**src/rtl/mwp_pkg.sv**
```systemverilog
package mwp_pkg;

   localparam int WORD_BITS = 32;
   localparam int DESC_WORDS = 4;
   localparam int CNT_BITS = 11;
   localparam int USER_BITS = 11;

   typedef struct packed {
      logic [63:0]          addr;
      logic [CNT_BITS-1:0]  len;
      logic [3:0]           first_be;
      logic [3:0]           last_be;
      logic                 aligned;
   } mwp_cmd_t;

   // Descriptor word by index; zero length reports a count of one.
   function automatic logic [WORD_BITS-1:0] desc_word(input mwp_cmd_t c,
                                                      input int idx,
                                                      input logic [3:0] typ);
      logic [CNT_BITS-1:0] cnt;
      cnt = (c.len == '0) ? CNT_BITS'(1) : c.len;
      case (idx)
         0:       desc_word = {c.addr[31:2], 2'b00};
         1:       desc_word = c.addr[63:32];
         2:       desc_word = {17'd0, typ, cnt};
         default: desc_word = '0;
      endcase
   endfunction

endpackage

```
**src/rtl/mwp_dw_fifo.sv**
```systemverilog
module mwp_dw_fifo #(
   parameter int DEPTH = 16,
   parameter int LANES = 4,
   localparam int PTR_W = $clog2(DEPTH),
   localparam int CNT_W = PTR_W + 1,
   localparam int POP_W = $clog2(LANES + 1)
) (
   input  logic                   clk,
   input  logic                   rst_n,
   input  logic                   push_valid,
   input  logic [31:0]            push_data,
   output logic                   push_ready,
   input  logic [POP_W-1:0]       pop_cnt,
   output logic [LANES-1:0][31:0] win,
   output logic [CNT_W-1:0]       level
);

   if ((DEPTH & (DEPTH - 1)) != 0) begin : g_bad_depth
      $error("mwp_dw_fifo: DEPTH must be a power of two");
   end
   if (DEPTH < LANES) begin : g_bad_small
      $error("mwp_dw_fifo: DEPTH must be at least LANES");
   end

   logic [31:0]      mem [DEPTH];
   logic [PTR_W-1:0] wr_ptr;
   logic [PTR_W-1:0] rd_ptr;
   logic [CNT_W-1:0] level_q;
   logic             push_fire;

   assign push_ready = (level_q != CNT_W'(DEPTH));
   assign push_fire  = push_valid && push_ready;
   assign level      = level_q;

   always_ff @(posedge clk) begin
      if (push_fire) mem[wr_ptr] <= push_data;
   end

   always_ff @(posedge clk) begin
      if (!rst_n) begin
         wr_ptr  <= '0;
         rd_ptr  <= '0;
         level_q <= '0;
      end else begin
         if (push_fire) wr_ptr <= wr_ptr + PTR_W'(1);
         rd_ptr  <= rd_ptr + PTR_W'(pop_cnt);
         level_q <= level_q + CNT_W'(push_fire) - CNT_W'(pop_cnt);
      end
   end

   for (genvar k = 0; k < LANES; k++) begin : g_win
      assign win[k] = mem[rd_ptr + PTR_W'(k)];
   end

endmodule

```
**src/rtl/mwp_seq.sv**
```systemverilog
module mwp_seq
   import mwp_pkg::*;
#(
   parameter int LANES = 4,
   parameter int DEPTH = 16,
   parameter int SLOT_W = 13,
   localparam int LANE_SH = $clog2(LANES),
   localparam int CNT_W = $clog2(DEPTH) + 1,
   localparam int POP_W = $clog2(LANES + 1)
) (
   input  logic               clk,
   input  logic               rst_n,
   input  logic               cmd_valid,
   input  mwp_cmd_t           cmd_in,
   output logic               cmd_ready,
   input  logic [CNT_W-1:0]   level,
   input  logic               beat_fire,
   output logic               busy,
   output mwp_cmd_t           cmd_q,
   output logic [SLOT_W-1:0]  bstart,
   output logic [SLOT_W-1:0]  p0,
   output logic [SLOT_W-1:0]  pend,
   output logic [LANE_SH-1:0] lead,
   output logic               first,
   output logic               last,
   output logic               zlen,
   output logic [POP_W-1:0]   pop_cnt
);

   typedef enum logic {S_IDLE, S_SEND} st_t;

   localparam int DESC_BEATS = (DESC_WORDS + LANES - 1) / LANES;
   localparam int ALN_BASE   = DESC_BEATS * LANES;

   st_t               st;
   logic [SLOT_W-1:0] beat;
   logic [SLOT_W-1:0] p0_in, npl_in, bnext, lo, hi, npay;
   logic [LANE_SH-1:0] off_in;
   logic              cmd_fire;

   assign off_in    = cmd_in.addr[2 +: LANE_SH];
   assign cmd_ready = (st == S_IDLE) && (SLOT_W'(level) >= SLOT_W'(cmd_in.len));
   assign cmd_fire  = cmd_valid && cmd_ready;
   assign p0_in     = cmd_in.aligned ? SLOT_W'(ALN_BASE) + SLOT_W'(off_in)
                                     : SLOT_W'(DESC_WORDS);
   assign npl_in    = (cmd_in.len == '0) ? SLOT_W'(1) : SLOT_W'(cmd_in.len);

   always_ff @(posedge clk) begin
      if (!rst_n) begin
         st    <= S_IDLE;
         beat  <= '0;
         cmd_q <= '0;
         p0    <= '0;
         pend  <= '0;
      end else if (cmd_fire) begin
         st    <= S_SEND;
         beat  <= '0;
         cmd_q <= cmd_in;
         p0    <= p0_in;
         pend  <= p0_in + npl_in;
      end else if (beat_fire) begin
         if (last) st <= S_IDLE;
         else      beat <= beat + SLOT_W'(1);
      end
   end

   always_comb begin
      bstart  = beat << LANE_SH;
      bnext   = bstart + SLOT_W'(LANES);
      lo      = (p0 > bstart) ? p0 : bstart;
      hi      = (pend < bnext) ? pend : bnext;
      npay    = (hi > lo) ? hi - lo : '0;
      lead    = LANE_SH'(lo - bstart);
      last    = (pend <= bnext);
      first   = (beat == '0);
      zlen    = (cmd_q.len == '0);
      busy    = (st == S_SEND);
      pop_cnt = (beat_fire && !zlen) ? POP_W'(npay) : '0;
   end

endmodule

```
**src/rtl/mwp_packetizer.sv**
```systemverilog
module mwp_packetizer
   import mwp_pkg::*;
#(
   parameter int         LANES      = 4,
   parameter int         FIFO_DEPTH = 16,
   parameter logic [3:0] WR_TYPE    = 4'b0001,
   localparam int LANE_SH = $clog2(LANES),
   localparam int CNT_W   = $clog2(FIFO_DEPTH) + 1,
   localparam int POP_W   = $clog2(LANES + 1),
   localparam int SLOT_W  = $clog2(DESC_WORDS + 2 * LANES + (1 << CNT_BITS)) + 1
) (
   input  logic                   clk,
   input  logic                   rst_n,
   input  logic                   cmd_valid,
   output logic                   cmd_ready,
   input  logic [63:0]            cmd_addr,
   input  logic [CNT_BITS-1:0]    cmd_dw_len,
   input  logic [3:0]             cmd_first_be,
   input  logic [3:0]             cmd_last_be,
   input  logic                   cmd_addr_aligned,
   input  logic                   pl_valid,
   input  logic [31:0]            pl_data,
   output logic                   pl_ready,
   output logic                   m_tvalid,
   input  logic                   m_tready,
   output logic [32*LANES-1:0]    m_tdata,
   output logic [LANES-1:0]       m_tkeep,
   output logic                   m_tlast,
   output logic [USER_BITS-1:0]   m_tuser
);

   if (LANES != 4 && LANES != 8) begin : g_bad_lanes
      $error("mwp_packetizer: LANES must be 4 or 8");
   end

   mwp_cmd_t                cmd_in, cmd_q;
   logic                    busy, first, last, zlen, beat_fire;
   logic [SLOT_W-1:0]       bstart, p0, pend;
   logic [LANE_SH-1:0]      lead;
   logic [POP_W-1:0]        pop_cnt;
   logic [CNT_W-1:0]        level;
   logic [LANES-1:0][31:0]  win;
   logic [2:0]              start_lane;

   assign cmd_in = '{addr: cmd_addr, len: cmd_dw_len, first_be: cmd_first_be,
                     last_be: cmd_last_be, aligned: cmd_addr_aligned};
   assign beat_fire = busy && m_tready;

   mwp_dw_fifo #(.DEPTH(FIFO_DEPTH), .LANES(LANES)) fifo_i (
      .clk(clk), .rst_n(rst_n),
      .push_valid(pl_valid), .push_data(pl_data), .push_ready(pl_ready),
      .pop_cnt(pop_cnt), .win(win), .level(level));

   mwp_seq #(.LANES(LANES), .DEPTH(FIFO_DEPTH), .SLOT_W(SLOT_W)) seq_i (
      .clk(clk), .rst_n(rst_n),
      .cmd_valid(cmd_valid), .cmd_in(cmd_in), .cmd_ready(cmd_ready),
      .level(level), .beat_fire(beat_fire), .busy(busy), .cmd_q(cmd_q),
      .bstart(bstart), .p0(p0), .pend(pend), .lead(lead),
      .first(first), .last(last), .zlen(zlen), .pop_cnt(pop_cnt));

   // Lane builder: each lane decodes its global word slot.
   for (genvar l = 0; l < LANES; l++) begin : g_lane
      logic [SLOT_W-1:0]  slot;
      logic [LANE_SH-1:0] widx;
      logic [31:0]        word;
      assign slot = bstart + SLOT_W'(l);
      assign widx = LANE_SH'(l) - lead;
      always_comb begin
         if (slot < SLOT_W'(DESC_WORDS))
            word = desc_word(cmd_q, int'(slot), WR_TYPE);
         else if (slot < p0 || slot >= pend || zlen)
            word = '0;
         else
            word = win[widx];
      end
      assign m_tdata[32*l +: 32] = word;
      assign m_tkeep[l]          = busy && (slot < pend);
   end

   assign start_lane = cmd_q.aligned ? 3'(cmd_q.addr[2 +: LANE_SH]) : 3'd0;
   assign m_tvalid   = busy;
   assign m_tlast    = busy && last;

   always_comb begin
      if (!busy || !first)
         m_tuser = '0;
      else if (zlen)
         m_tuser = {start_lane, 8'h00};
      else
         m_tuser = {start_lane, cmd_q.last_be, cmd_q.first_be};
   end

endmodule

```
**config.mk**
```make
export PLATFORM = sky130hd
export DESIGN_NAME = mwp_packetizer
export DESIGN_NICKNAME = d
export VERILOG_FILES = /design/src/rtl/mwp_pkg.sv /design/src/rtl/mwp_dw_fifo.sv /design/src/rtl/mwp_seq.sv /design/src/rtl/mwp_packetizer.sv
export SDC_FILE = /design/constraint.sdc
export NUM_CORES = 2
export LEC_CHECK = 0
export BUFFER_PORTS_ARGS = -buffer_cell sky130_fd_sc_hd__clkbuf_2
export CAP_MARGIN = 20
export CORE_ASPECT_RATIO = 1.25
export CORE_MARGIN = 2
export CORE_UTILIZATION = 44
export CTS_CLUSTER_SIZE = 24
export DETAILED_ROUTE_END_ITERATION = 8
export PLACE_DENSITY = 0.67
export SETUP_SLACK_MARGIN = 0.02
export SLEW_MARGIN = 10
export SYNTH_ARGS = -nofsm -noshare
export SYNTH_HDL_FRONTEND = slang
export SYNTH_SLANG_ARGS = --single-unit
```
**constraint.sdc**
```tcl
create_clock -name clk -period 7.46 [get_ports clk]
set_clock_uncertainty 0.15 [all_clocks]
set_input_delay 1.492 -clock clk [delete_from_list [all_inputs] [get_ports clk]]
set_output_delay 1.492 -clock clk [all_outputs]
set_load 0.05 [all_outputs]
```
==> impl_results.md <==
- Max IR drop VDD: 0.000185 V
- Setup TNS: 0 ps
- Psw: 2120 uW
- Placed Cells: 3911
- Tcrit/Tclk final: 92.6%
- Unrepaired setup endpoints after global routing: false
- Post-synthesis cell count: 2629
- Mean Syn Cell Area: approximately 15 um^2
- CTS Buffer Depth: 3
- Most used routing layer: met2
- Antenna violations before repair: 11
- Num CTS Buffers: 70
- Most common cell after layout, fill and taps aside: mux4_2
- Final cell count without fillers: 4043
- Worst hold path type: reg2reg
- Core area: 0.0912 mm^2
- Max cap viols: 0
- Violation count after the first detailed-route iteration: 3345
- GR Util met1: 32.3%
- Post-synth ARST share: 0%
- Crit path required time: 7790 ps
- Highest Clock Rate: 0.145 GHz
- Clk sinks: 636
- Slew of the pin with the lowest slew margin: 1160 ps
- Core Rows: 124
- Die width: 275 um
- Dpl ws: 396 ps
- Syn. warnings: 0
- Crit path time final: 6910 ps
- Post-CTS setup buffers: 0
- First-pass GRT wire length: 182000 um
- Clock Power Share: 41.8%
- Status: finished, final reports clean
- Layout cell share with drive strength beyond 1: 40.6%
- Power Density: 187 mW/mm^2
- Slew Limit Fails: 0
- Critical path peak fanout: 10
- PortBufs: roughly 260
- DR DRC count: 0
- Critical path class: reg2reg
- Clk Latency, worst-skew pair: 650 ps
- Gate power share: 11.1%
- Worst setup EP type: flip-flop
- Final setup viols: 0
- # IOs: 268
- Final worst setup slack: 552 ps
- Worst setup SP type: flip-flop
- Static power due to leakage: 0.0147 uW
- Die area: 0.0944 mm^2
- Final hold violation count: 0
- H-tree lvl count: 3
- Root Driver: clkbuf_16
- # nets final: 2969
- P_int: about 6400 uW
- Post-synth EDFFs: 512
- Wire length per cell: 30.7 um
- Yosys reg bits: 636
- Sequential share of the synthesized area: about 44%
- Critical path arrival: 7240 ps
- DRT antenna net count: 0
- M2 GR Usage: 43.0%
- Relative slew slack: 22.0%
- Most frequent cells in the layout: 640 x mux4_2, 512 x edfxtp_1, 269 x nand2_1
- Distinct cells, synth: 67
- Switching Fraction: 25.0%
- Main synth FF type: edfxtp_1
- Drt via density: 6.96
- GRT overflow: 0
- Post-Syn Area: 0.0404 mm^2
- TritonCTS clock tree: done
- Initial core utilization: 44.3%
- Area Overhead vs Synth: 12.1%
- Met3 usage: 7.54%
- Largest net degree at the start of global routing: around 130
- Routed wire length: 124000 um
- Placer Congestion: 0.913
- All-Layer GR Usage: 26.3%
- Register share of total power: a little under half
- DRT Pass-1 Iters: 5
- Clk pin slew, worst setup/hold paths: 60 ps
- Largest area contributor in the netlist: edfxtp_1
- Overall Power: 8480 uW
- Post-DP HPWL: between 80000 and 90000 um
- Die Y: 343 um
- Core Util, Final: 49.7%
- Share of the synthesized area in the top cell type: approximately two fifths
- Number of global-route vias before repair: 27600
- Synth top area cells: edfxtp_1 38%, mux4_2 36%, dfxtp_1 6.1%
- Vias: 28100
## final timing paths
path | slack (ps) | end | cells past startpoint | from
worst max-delay path | 550 | fifo_i.level[4] | 27 | seq_i.beat[1]
worst min-delay path | 300 | seq_i.cmd_q[6] | 2 | seq_i.cmd_q[6]
worst max register to register | 550 | fifo_i.level[4] | 27 | seq_i.beat[1]
worst min register to register | 300 | seq_i.cmd_q[6] | 2 | seq_i.cmd_q[6]
## final cells by class
type                    instances  area (um^2)
multi-input cells            1692        21500
well taps                    1197         1500
flip-flops and latches        636        17900
diodes                          4         10.0
clock buffers                  88         1870
fillers                      7517        45900
clock inverters                40          434
repair buffers                340         2020
inverters                      46          173
## per-stage QoR
| step | area (um^2) | hold slack [ps] |
|---|---|---|
| final | 45300 | 302 |
| after global routing | 45300 | 322 |
| after CTS | 45300 | 306 |
| after detailed placement | 43000 | 298 |
| after global placement | 43000 | 290 |
| after floorplan | 40400 | 282 |
## state kept, by name (all words and copies together) (netlist names)
register and flops:
seq_i.p0 3, seq_i.busy 1, fifo_i.rd_ptr 4, fifo_i.level 5
seq_i.pend 12, seq_i.beat 13, fifo_i.mem 512, seq_i.cmd_q 82
fifo_i.wr_ptr 4
## power groups by stage
stage                     Sequential [uW]  Clock, uW  Combinational [uW]
after floorplan                      4050          0                 550
after global placement               4060          0                 905
after detailed placement             4070          0                 919
after CTS                            4000       3580                 923
after global routing                 4010       3710                 985
final                                4000       3540                 940
## cells in the mapped netlist (4+ instances only)
cell	count
a211oi_1	108
a21o_1	13
a21oi_1	122
a22o_1	62
and2_1	26
and3_1	58
buf_1	22
buf_2	88
buf_4	11
buf_6	7
clkbuf_1	128
dfxtp_1	124
edfxtp_1	512
fa_1	4
ha_1	58
inv_1	45
mux2_2	10
mux2i_1	76
mux4_2	640
nand2_1	272
nand2b_1	7
nand3_1	11
nand4_1	6
nor2_1	67
nor3_1	13
nor4_1	12
o21ai_0	13
o21ai_1	15
o31ai_1	7
or3_1	9
or4_1	5
xnor2_1	21
xor2_1	6
## worst max-delay path: stages (launching register included)
cell and delay (ps):
dfxtp_2 460, nand3_1 180, or3_1 450, nor2_1 270, nand3_1 230, xnor2_1 260
ha_1 310, o21ai_0 140, a211oi_1 110, o311ai_2 510, a21boi_4 420, buf_4 230
and2_1 180, ha_1 250, nor2b_1 140, o21a_1 170, o21a_1 170, o21ai_0 160
a21oi_1 110, o21ai_0 340, nor2_1 170, xnor2_1 170, ha_1 220, fa_1 410
a21o_1 180, a21oi_1 170, xnor2_1 130, nor2_1 50
## timing repair
action / 4_1_cts / 5_1_grt
hold endpoints to repair: 0 / 0
setup endpoints to repair: 0 / 2
gates resized for setup: 0 / 3
hold buffers: 0 / 0
## routing by layer
| metal | up-vias | wire, um |
|---|---|---|
| met5 | - | 99 |
| met4 | 16 | 5940 |
| met3 | 347 | 15200 |
| met2 | 1949 | 60500 |
| met1 | 14500 | 42600 |
| li1 | 11300 | - |
## kinds of logic (layout without fill, tap and decap cells)
kind of cell / Yosys count / after routing / share of synthesized area (%)
multiplexers: 727 / 727 / 37.8
flip-flops: 636 / 636 / 44.2
AND/OR/NAND/NOR: 510 / 510 / 5.92
AO/OA/AOI/OAI: 362 / 362 / 6.10
buffers and inverters: 302 / 514 / 3.31
adder cells (fa/ha/maj): 63 / 63 / 2.02
XOR/XNOR: 28 / 28 / 0.653
other: 1 / 6 / 0.00927
No activity file was read; power rests on OpenSTA's default activity.
